File: src/rtl/irq_agg_pkg.sv
`timescale 1ns/1ps
package irq_agg_pkg;

    localparam int REG_AW = 2;

    typedef enum logic [REG_AW-1:0] {
        SEL_FLAGS = 2'd0,
        SEL_MASK  = 2'd1,
        SEL_RSTC  = 2'd2,
        SEL_NONE  = 2'd3
    } reg_sel_e;

endpackage

File: src/rtl/irq_agg_sync.sv
`timescale 1ns/1ps
// Two-flop synchronizer per source plus falling-edge detector.
module irq_agg_sync #(
    parameter int NUM_SRC = 12
) (
    input  logic               clk,
    input  logic               rst_n,
    input  logic [NUM_SRC-1:0] req_n_i,
    output logic [NUM_SRC-1:0] fall_o
);

    typedef struct packed {
        logic [NUM_SRC-1:0] meta;
        logic [NUM_SRC-1:0] sync;
        logic [NUM_SRC-1:0] prev;
    } sync_t;

    sync_t st_d, st_q;

    always_comb begin
        st_d      = st_q;
        st_d.meta = req_n_i;
        st_d.sync = st_q.meta;
        st_d.prev = st_q.sync;
    end

    always_ff @(posedge clk or negedge rst_n) begin
        if (!rst_n) begin
            st_q.meta <= '1;
            st_q.sync <= '1;
            st_q.prev <= '1;
        end else begin
            st_q <= st_d;
        end
    end

    for (genvar g = 0; g < NUM_SRC; g++) begin : g_edge
        assign fall_o[g] = st_q.prev[g] & ~st_q.sync[g];
    end

endmodule

File: src/rtl/irq_agg_flags.sv
`timescale 1ns/1ps
// Sticky flag bank: set beats clear in the same cycle.
module irq_agg_flags #(
    parameter int NUM_SRC = 12
) (
    input  logic               clk,
    input  logic               rst_n,
    input  logic [NUM_SRC-1:0] set_i,
    input  logic [NUM_SRC-1:0] clr_i,
    output logic [NUM_SRC-1:0] flags_o
);

    typedef struct packed {
        logic [NUM_SRC-1:0] flags;
    } flag_t;

    flag_t fl_d, fl_q;

    always_comb begin
        fl_d       = fl_q;
        fl_d.flags = (fl_q.flags & ~clr_i) | set_i;
    end

    always_ff @(posedge clk or negedge rst_n) begin
        if (!rst_n) begin
            fl_q.flags <= '0;
        end else begin
            fl_q <= fl_d;
        end
    end

    assign flags_o = fl_q.flags;

endmodule

File: src/rtl/irq_agg_regs.sv
`timescale 1ns/1ps
// Register decode: mask, per-source reset control, clear strobes and read mux.
module irq_agg_regs
    import irq_agg_pkg::*;
#(
    parameter int NUM_SRC = 12
) (
    input  logic               clk,
    input  logic               rst_n,
    input  logic               wr_i,
    input  logic [REG_AW-1:0]  addr_i,
    input  logic [NUM_SRC-1:0] wdata_i,
    input  logic [NUM_SRC-1:0] flags_i,
    output logic [NUM_SRC-1:0] mask_o,
    output logic [NUM_SRC-1:0] rstc_o,
    output logic [NUM_SRC-1:0] clr_o,
    output logic [NUM_SRC-1:0] rdata_o
);

    typedef struct packed {
        logic [NUM_SRC-1:0] mask;
        logic [NUM_SRC-1:0] rstc;
    } regs_t;

    regs_t    rg_d, rg_q;
    reg_sel_e sel;

    assign sel = reg_sel_e'(addr_i);

    always_comb begin
        rg_d  = rg_q;
        clr_o = '0;
        if (wr_i) begin
            unique case (sel)
                SEL_FLAGS: clr_o   = wdata_i;
                SEL_MASK:  rg_d.mask = wdata_i;
                SEL_RSTC:  rg_d.rstc = wdata_i;
                default:   ;
            endcase
        end
    end

    always_ff @(posedge clk or negedge rst_n) begin
        if (!rst_n) begin
            rg_q.mask <= '0;
            rg_q.rstc <= '0;
        end else begin
            rg_q <= rg_d;
        end
    end

    always_comb begin
        unique case (sel)
            SEL_FLAGS: rdata_o = flags_i;
            SEL_MASK:  rdata_o = rg_q.mask;
            SEL_RSTC:  rdata_o = rg_q.rstc;
            default:   rdata_o = '0;
        endcase
    end

    assign mask_o = rg_q.mask;
    assign rstc_o = rg_q.rstc;

endmodule

File: src/rtl/irq_aggregator.sv
`timescale 1ns/1ps
module irq_aggregator
    import irq_agg_pkg::*;
#(
    parameter int NUM_SRC = 12
) (
    input  logic               clk,
    input  logic               rst_n,
    input  logic [NUM_SRC-1:0] src_irq_n,
    input  logic               bus_wr,
    input  logic [REG_AW-1:0]  bus_addr,
    input  logic [NUM_SRC-1:0] bus_wdata,
    output logic [NUM_SRC-1:0] bus_rdata,
    output logic               host_irq,
    output logic [NUM_SRC-1:0] src_rst
);

    logic [NUM_SRC-1:0] edge_w;
    logic [NUM_SRC-1:0] clr_w;
    logic [NUM_SRC-1:0] flags_w;
    logic [NUM_SRC-1:0] mask_w;

    irq_agg_sync #(.NUM_SRC(NUM_SRC)) u_sync (
        .clk     (clk),
        .rst_n   (rst_n),
        .req_n_i (src_irq_n),
        .fall_o  (edge_w)
    );

    irq_agg_flags #(.NUM_SRC(NUM_SRC)) u_flags (
        .clk     (clk),
        .rst_n   (rst_n),
        .set_i   (edge_w),
        .clr_i   (clr_w),
        .flags_o (flags_w)
    );

    irq_agg_regs #(.NUM_SRC(NUM_SRC)) u_regs (
        .clk     (clk),
        .rst_n   (rst_n),
        .wr_i    (bus_wr),
        .addr_i  (bus_addr),
        .wdata_i (bus_wdata),
        .flags_i (flags_w),
        .mask_o  (mask_w),
        .rstc_o  (src_rst),
        .clr_o   (clr_w),
        .rdata_o (bus_rdata)
    );

    assign host_irq = |(flags_w & mask_w);

endmodule

File: config.mk
export PLATFORM = sky130hd
export DESIGN_NAME = irq_aggregator
export DESIGN_NICKNAME = d
export VERILOG_FILES = /design/src/rtl/irq_agg_pkg.sv /design/src/rtl/irq_agg_sync.sv /design/src/rtl/irq_agg_flags.sv /design/src/rtl/irq_agg_regs.sv /design/src/rtl/irq_aggregator.sv
export SDC_FILE = /design/constraint.sdc
export NUM_CORES = 1
export LEC_CHECK = 0
export ABC_AREA = 0
export CORE_ASPECT_RATIO = 1.4
export CORE_UTILIZATION = 49
export CTS_CLUSTER_SIZE = 28
export DETAILED_ROUTE_END_ITERATION = 10
export PLACE_DENSITY_LB_ADDON = 0.15
export SETUP_SLACK_MARGIN = 0.05
export SKIP_CTS_REPAIR_TIMING = 1
export SLEW_MARGIN = 20
export SYNTH_ARGS = -nofsm -noshare
export SYNTH_HDL_FRONTEND = slang
export SYNTH_SLANG_ARGS = --single-unit
File: constraint.sdc
create_clock -name clk -period 2 [get_ports clk]
set_input_delay 0.3 -clock clk [delete_from_list [all_inputs] [get_ports clk]]
set_output_delay 0.3 -clock clk [all_outputs]
set_load 0.02 [all_outputs]
==> flow_metrics.env, run 1 <==
export IMPL_outcome="finished, final reports clean"
export IMPL_internal_power_mw=2.68
export IMPL_initial_antenna_violation_count=0
export IMPL_synth_edff_count=0
export IMPL_placed_area_um2=3380
export IMPL_clockRootBuffer="sky130_fd_sc_hd__clkbuf_8"
export IMPL_critPathKind="in -> out"
export IMPL_worstSkewPairLatency_ns=0.34
export IMPL_worstSetupStartpointType="input pin"
export IMPL_globalRouteMet1Util_pct=26.8
export IMPL_area_delta_synth_final_pct=33.3
export IMPL_synth_cell_types=17
export IMPL_switching_power_summed_over_all_nets_mw=0.894
export IMPL_max_h_tree_level=3
export IMPL_clkSinkCount=72
export IMPL_synthesis_area_um2=2670
export IMPL_count_of_port_buffers_added_during_placement=53
export IMPL_wirelength_um=5000
export IMPL_setup_violations_final=0
export IMPL_mappedNetlistNets=215
export IMPL_final_min_clock_period_ns=1.88
export IMPL_initialDrtViolationCount=112
export IMPL_grt_max_degree=73
export IMPL_antennaDiodeCount=0
export IMPL_place_inst=311
export IMPL_maxClockFrequency_ghz=0.532
export IMPL_number_of_remaining_drc_errors=0
export IMPL_wire_length_of_the_first_global_routing_pass_um=8160
export IMPL_post_synth_cell_area_avg_um2=14.4
export IMPL_placement_row_count=31
export IMPL_drive_above_1_share_pct=35.5
export IMPL_grt_overflow_total=0
export IMPL_synth_area_leaders="sky130_fd_sc_hd__dfstp_2, sky130_fd_sc_hd__dfrtp_1, sky130_fd_sc_hd__mux2_2"
export IMPL_yosys_warnings=0
export IMPL_p_seq_share_pct=49.0
export IMPL_finalPower_mw=3.57
export IMPL_grt_setup_unrepaired="false"
export IMPL_via_per_inst=5.08
export IMPL_synth_async_sr_flop_share_pct=100
export IMPL_routed_wire_length_per_instance_um=15.3
export IMPL_worst_hold_path_type="in -> reg"
export IMPL_worst_clock_skew_ns=0.00376
export IMPL_netlist_top_cell_by_area="sky130_fd_sc_hd__dfstp_2"
export IMPL_final_cell_count_no_fill=328
export IMPL_path_max_fanout=15
export IMPL_tightest_slew_ns=0.364
export IMPL_finish_net_count=286
export IMPL_groute_layer_met3_usage_pct=5.61
export IMPL_synth_flop_cell="sky130_fd_sc_hd__dfstp_2"
export IMPL_core_region_area_um2=5200
export IMPL_leakagePower_nw=1.58
export IMPL_synth_top_cells_by_count="sky130_fd_sc_hd__dfrtp_1, sky130_fd_sc_hd__dfstp_2, sky130_fd_sc_hd__nand2_1"
export IMPL_finalInstanceArea_um2=3560
export IMPL_design_die_area_um2=5760
export IMPL_clock_slew_at_the_register_clock_pins_of_the_worst_setup_and_hold_paths_ns=0.07
export IMPL_synth_seq_cells=72
export IMPL_cts_inserted_buffers=9
export IMPL_critPathArrivalTime_ns=1.58
export IMPL_synth_top_area_share_pct=35.4
export IMPL_tritoncts="done"
export IMPL_dp_hpwl_um=3380
export IMPL_boundaryPins=54
export IMPL_vdd_ir_drop_max_mv=0.566
export IMPL_grt_busiest_layer="met2"
export IMPL_final_hold_violation_count=0
export IMPL_final_period_utilization_pct=93.9
export IMPL_finalWeightedCongestion=0.721
export IMPL_ys_seq_area_share_pct=69.1
export IMPL_start_util_pct=51.4
export IMPL_max_clock_path_buffers=2
export IMPL_required_ns=1.70
export IMPL_finalSetupTns_ns=0
export IMPL_syn_inst=186
export IMPL_power_switching_share_pct=25.0
export IMPL_max_cap_viol_count=0
export IMPL_power_density_cell_area_nw_per_um2=1000
export IMPL_total_routing_usage_gr_pct=19.7
export IMPL_die_width_um=64.4
export IMPL_timing_max_transition_violations_final=0
export IMPL_timing_critical_path_to_type="output pin"
export IMPL_grt_pass1_vias=1703
export IMPL_clkPwrFrac_pct=34.7
export IMPL_combinationalPowerShare_pct=16.3
export IMPL_grt_met2_usage_pct=29.7
export IMPL_firstDrtPassIters=4
export IMPL_die_height_um=89.4
export IMPL_antenna_left=0
export IMPL_timing_slew_headroom_pct=75.8
export IMPL_routed_via_count=1667
==> flip-flops by register name, indices dropped and copies added, names as in the netlist <==
register / cells
u_flags.flags_o: 12
u_regs.mask_o: 12
u_regs.rstc_o: 12
u_sync.st_q: 12
u_sync.st_d: 24
==> routing by layer <==
metal / part of all wire, % / up-vias
met5: 0 / -
met4: 1.6 / 0
met3: 4.9 / 7
met2: 47 / 46
met1: 47 / 823
li1: - / 791
==> path summary, 6_finish.rpt <==
path / startpoint / to / slack [ns] / depth (start not counted)
max: bus_addr[0] / bus_rdata[9] / 0.12 / 7
max reg2reg: u_sync.st_d[5] / u_flags.flags_o[5] / 1.09 / 2
min in group asynchronous: rst_n / u_flags.flags_o[11] / 0.49 / 3
max in group asynchronous: rst_n / u_sync.st_d[8] / 1.16 / 3
min: src_irq_n[4] / u_sync.st_d[16] / 0.35 / 1
min reg2reg: u_sync.st_d[15] / u_sync.st_d[3] / 0.36 / 0
==> layout make-up <==
type	instances	area, µm²
Tap cell	66	82.6
Clock inverter	5	78.8
Timing Repair Buffer	67	621
Fill cell	401	1640
Inverter	12	45.0
Clock buffer	11	141
Multi-Input combinational cell	95	747
Sequential cell	72	1850
==> critical path, cell delays in order <==
cell                              delay (ns)
sky130_fd_sc_hd__clkdlybuf4s50_1        0.45
sky130_fd_sc_hd__buf_12                 0.18
sky130_fd_sc_hd__nor2b_4                0.14
sky130_fd_sc_hd__buf_4                  0.15
sky130_fd_sc_hd__nand2_1                0.05
sky130_fd_sc_hd__o21ai_0                0.09
sky130_fd_sc_hd__clkbuf_2               0.21
==> power groups by stage <==
stage,Combinational (mW),Clock (mW),Sequential (mW)
final,0.582,1.24,1.75
after global routing,0.628,1.33,1.77
after CTS,0.621,1.27,1.75
after detailed placement,0.618,0,1.77
after global placement,0.608,0,1.77
after floorplan,0.245,0,1.80
==> layout by cell type, fill, tap and decap left out, drive strengths merged <==
cell type and count:
dlymetal6s2s 2, bufinv 2, a22o 15, buf 15, inv 13, mux2 24, clkbuf 21, nor3b 1
clkinv 2, mux2i 12, nand2 25, o21ai 12, clkdlybuf4s50 39, a221oi 3, nor2b 1, dfrtp 36
dlygate4sd3 1, nand3 1, dfstp 36, nand3b 1
==> logic make-up after synthesis <==
group / Yosys count / share of synthesized area [%]
AOI/OAI and AO/OA: 30 / 8.15
buffers and inverters: 19 / 3.14
DFF: 72 / 69.1
muxes: 36 / 14.6
and+or+nand+nor: 29 / 4.96
==> through the flow <==
step	utilization [%]	hold slack, ns	setup slack, ns
4_1_cts	69.2	-0.0234	-0.332
2_1_floorplan	-	0.00441	0.367
3_5_place_dp	64.9	0.347	-0.327
6_report	68.5	0.354	0.122
3_3_place_gp	64.9	0.346	-0.349
5_1_grt	68.5	0.344	0.0505
Note: power is estimated with default switching activity, not from simulation.
==> inputs of run 2 (changes only) <==
DONT_BUFFER_PORTS = 1   (was unset)
==> flow_metrics.env, run 2 (synthesis results as in run 1) <==
export IMPL_finalInstanceArea_um2=3090
export IMPL_number_of_remaining_drc_errors=0
export IMPL_area_delta_synth_final_pct=15.8
export IMPL_combinationalPowerShare_pct=11.4
export IMPL_worst_clock_skew_ns=0.00821
export IMPL_grt_pass1_vias=1583
export IMPL_timing_rr_end="u_regs.rstc_o[7]"
export IMPL_grt_setup_unrepaired="false"
export IMPL_firstDrtPassIters=4
export IMPL_required_ns=1.70
export IMPL_initialDrtViolationCount=88
export IMPL_worst_hold_path_num_cells=1
export IMPL_initial_antenna_violation_count=0
export IMPL_slowest_delay_ns=0.40
export IMPL_rr_startpoint="u_regs.rstc_o[7]"
export IMPL_max_clock_path_buffers=2
export IMPL_p_seq_share_pct=58.5
export IMPL_grt_overflow_total=0
export IMPL_tightest_slew_ns=0.716
export IMPL_timing_critical_path_cells="a22o_1 -> a221oi_1 -> nand3_1"
export IMPL_clkSinkCount=72
export IMPL_finalWeightedCongestion=0.756
export IMPL_placement_row_count=31
export IMPL_clockRootBuffer="sky130_fd_sc_hd__clkbuf_8"
export IMPL_die_height_um=89.4
export IMPL_max_reg_flops=24
export IMPL_start_util_pct=51.4
export IMPL_boundaryPins=54
export IMPL_switching_power_summed_over_all_nets_mw=0.823
export IMPL_critPathArrivalTime_ns=1.53
export IMPL_wirelength_um=5080
export IMPL_via_per_inst=5.31
export IMPL_clock_slew_at_the_register_clock_pins_of_the_worst_setup_and_hold_paths_ns=0.07
export IMPL_cts_inserted_buffers=9
export IMPL_timing_critical_path_to_type="output pin"
export IMPL_core_region_area_um2=5200
export IMPL_total_routing_usage_gr_pct=19.7
export IMPL_final_hold_violation_count=0
export IMPL_power_switching_share_pct=26.7
export IMPL_max_h_tree_level=3
export IMPL_dp_hpwl_um=3280
export IMPL_clkPwrFrac_pct=30.1
export IMPL_routed_wire_length_per_instance_um=17.9
export IMPL_leakagePower_nw=1.35
export IMPL_fillers=440
export IMPL_min_delay_start="bus_wdata[6]"
export IMPL_max_cap_viol_count=0
export IMPL_path_max_fanout=3
export IMPL_critical_path_slowest_cell="sky130_fd_sc_hd__dfrtp_1"
export IMPL_timing_slew_headroom_pct=51.8
export IMPL_timing_hold_worst_endpoint="u_regs.rstc_o[6]"
export IMPL_finalSetupTns_ns=0
export IMPL_critPathTopFamily="compound AO/OA/AOI/OAI gates"
export IMPL_antennaDiodeCount=0
export IMPL_final_period_utilization_pct=91.3
export IMPL_routed_via_count=1507
export IMPL_timing_max_transition_violations_final=0
export IMPL_maxClockFrequency_ghz=0.547
export IMPL_finalPower_mw=3.09
export IMPL_outcome="finished, final reports clean"
export IMPL_internal_power_mw=2.27
export IMPL_finish_net_count=242
export IMPL_die_width_um=64.4
export IMPL_r2r_worst_path_cells=1
export IMPL_vdd_ir_drop_max_mv=0.609
export IMPL_critPathKind="reg -> out"
export IMPL_layout_common_cells="sky130_fd_sc_hd__dfrtp_1, sky130_fd_sc_hd__dfstp_2, sky130_fd_sc_hd__nand2_1"
export IMPL_design_die_area_um2=5760
export IMPL_count_of_port_buffers_added_during_placement=0
export IMPL_worstSkewPairLatency_ns=0.34
export IMPL_placed_area_um2=2780
export IMPL_grt_max_degree=73
export IMPL_drive_above_1_share_pct=33.5
export IMPL_wire_length_of_the_first_global_routing_pass_um=7910
export IMPL_worstSetupStartpointType="flip-flop"
export IMPL_worst_hold_path_type="in -> reg"
export IMPL_power_density_cell_area_nw_per_um2=999
export IMPL_setup_violations_final=0
export IMPL_critPathBufInv=0
export IMPL_antenna_left=0
export IMPL_worst_setup_slack_for_register_to_register_paths_ns=1.07
export IMPL_final_min_clock_period_ns=1.83
export IMPL_tritoncts="done"
==> run 2: cell types whose count changed in the layout (fill, tap and decap cells not counted), moves of 3 or more <==
cell	delta
sky130_fd_sc_hd__buf_12	-3
sky130_fd_sc_hd__clkbuf_1	+4
sky130_fd_sc_hd__clkbuf_2	-10
sky130_fd_sc_hd__clkdlybuf4s50_1	-39
sky130_fd_sc_hd__dlygate4sd3_1	+12
==> run 2: final cells by class <==
class                   instances  area, µm²  area share [%]
flip-flops and latches         72       1850            59.7
well taps                      66       82.6            2.67
clock inverters                 2       10.0           0.324
clock buffers                  14        143            4.61
repair buffers                 23        225            7.28
inverters                      12       45.0            1.46
multi-input cells              95        741            23.9
==> run 2: power by group through the flow <==
stage	Clock, mW	Combinational (mW)	Sequential [mW]
after floorplan	0	0.245	1.80
after global placement	0	0.294	1.82
after detailed placement	0	0.304	1.83
after CTS	0.955	0.304	1.81
after global routing	1.02	0.387	1.83
final	0.930	0.351	1.81
==> run 2: layer usage <==
layer | track usage (%) | wire length (µm) | vias up
met5 | 0 | 0 | -
li1 | - | - | 693
met3 | 8.04 | 300 | 7
met4 | 9.70 | 84 | 0
met2 | 30.6 | 2580 | 43
met1 | 23.9 | 2120 | 764
==> run 2: stage by stage <==
| step | worst slack, ns | utilization (%) | cells | hold WS [ns] |
|---|---|---|---|---|
| 2_1_floorplan | 0.367 | - | 186 | 0.00441 |
| 3_3_place_gp | 0.540 | 53.5 | 254 | 0.00605 |
| 3_5_place_dp | 0.541 | 53.5 | 254 | 0.00586 |
| 4_1_cts | 0.161 | 56.5 | 270 | -0.366 |
| 5_1_grt | 0.0502 | 59.5 | 284 | 0.0683 |
| 6_report | 0.173 | 59.5 | 284 | 0.0811 |
==> run 2: worst max path at each step <==
stage,start,cells past startpoint,to,slack (ns)
3_3_place_gp,u_flags.flags_o[3],3,host_irq,0.54
3_5_place_dp,u_flags.flags_o[5],3,host_irq,0.54
6_report,u_flags.flags_o[3],3,host_irq,0.17
4_1_cts,u_flags.flags_o[5],3,host_irq,0.16
2_1_floorplan,bus_addr[0],4,bus_rdata[0],0.37
5_1_grt,u_flags.flags_o[5],3,host_irq,0.05
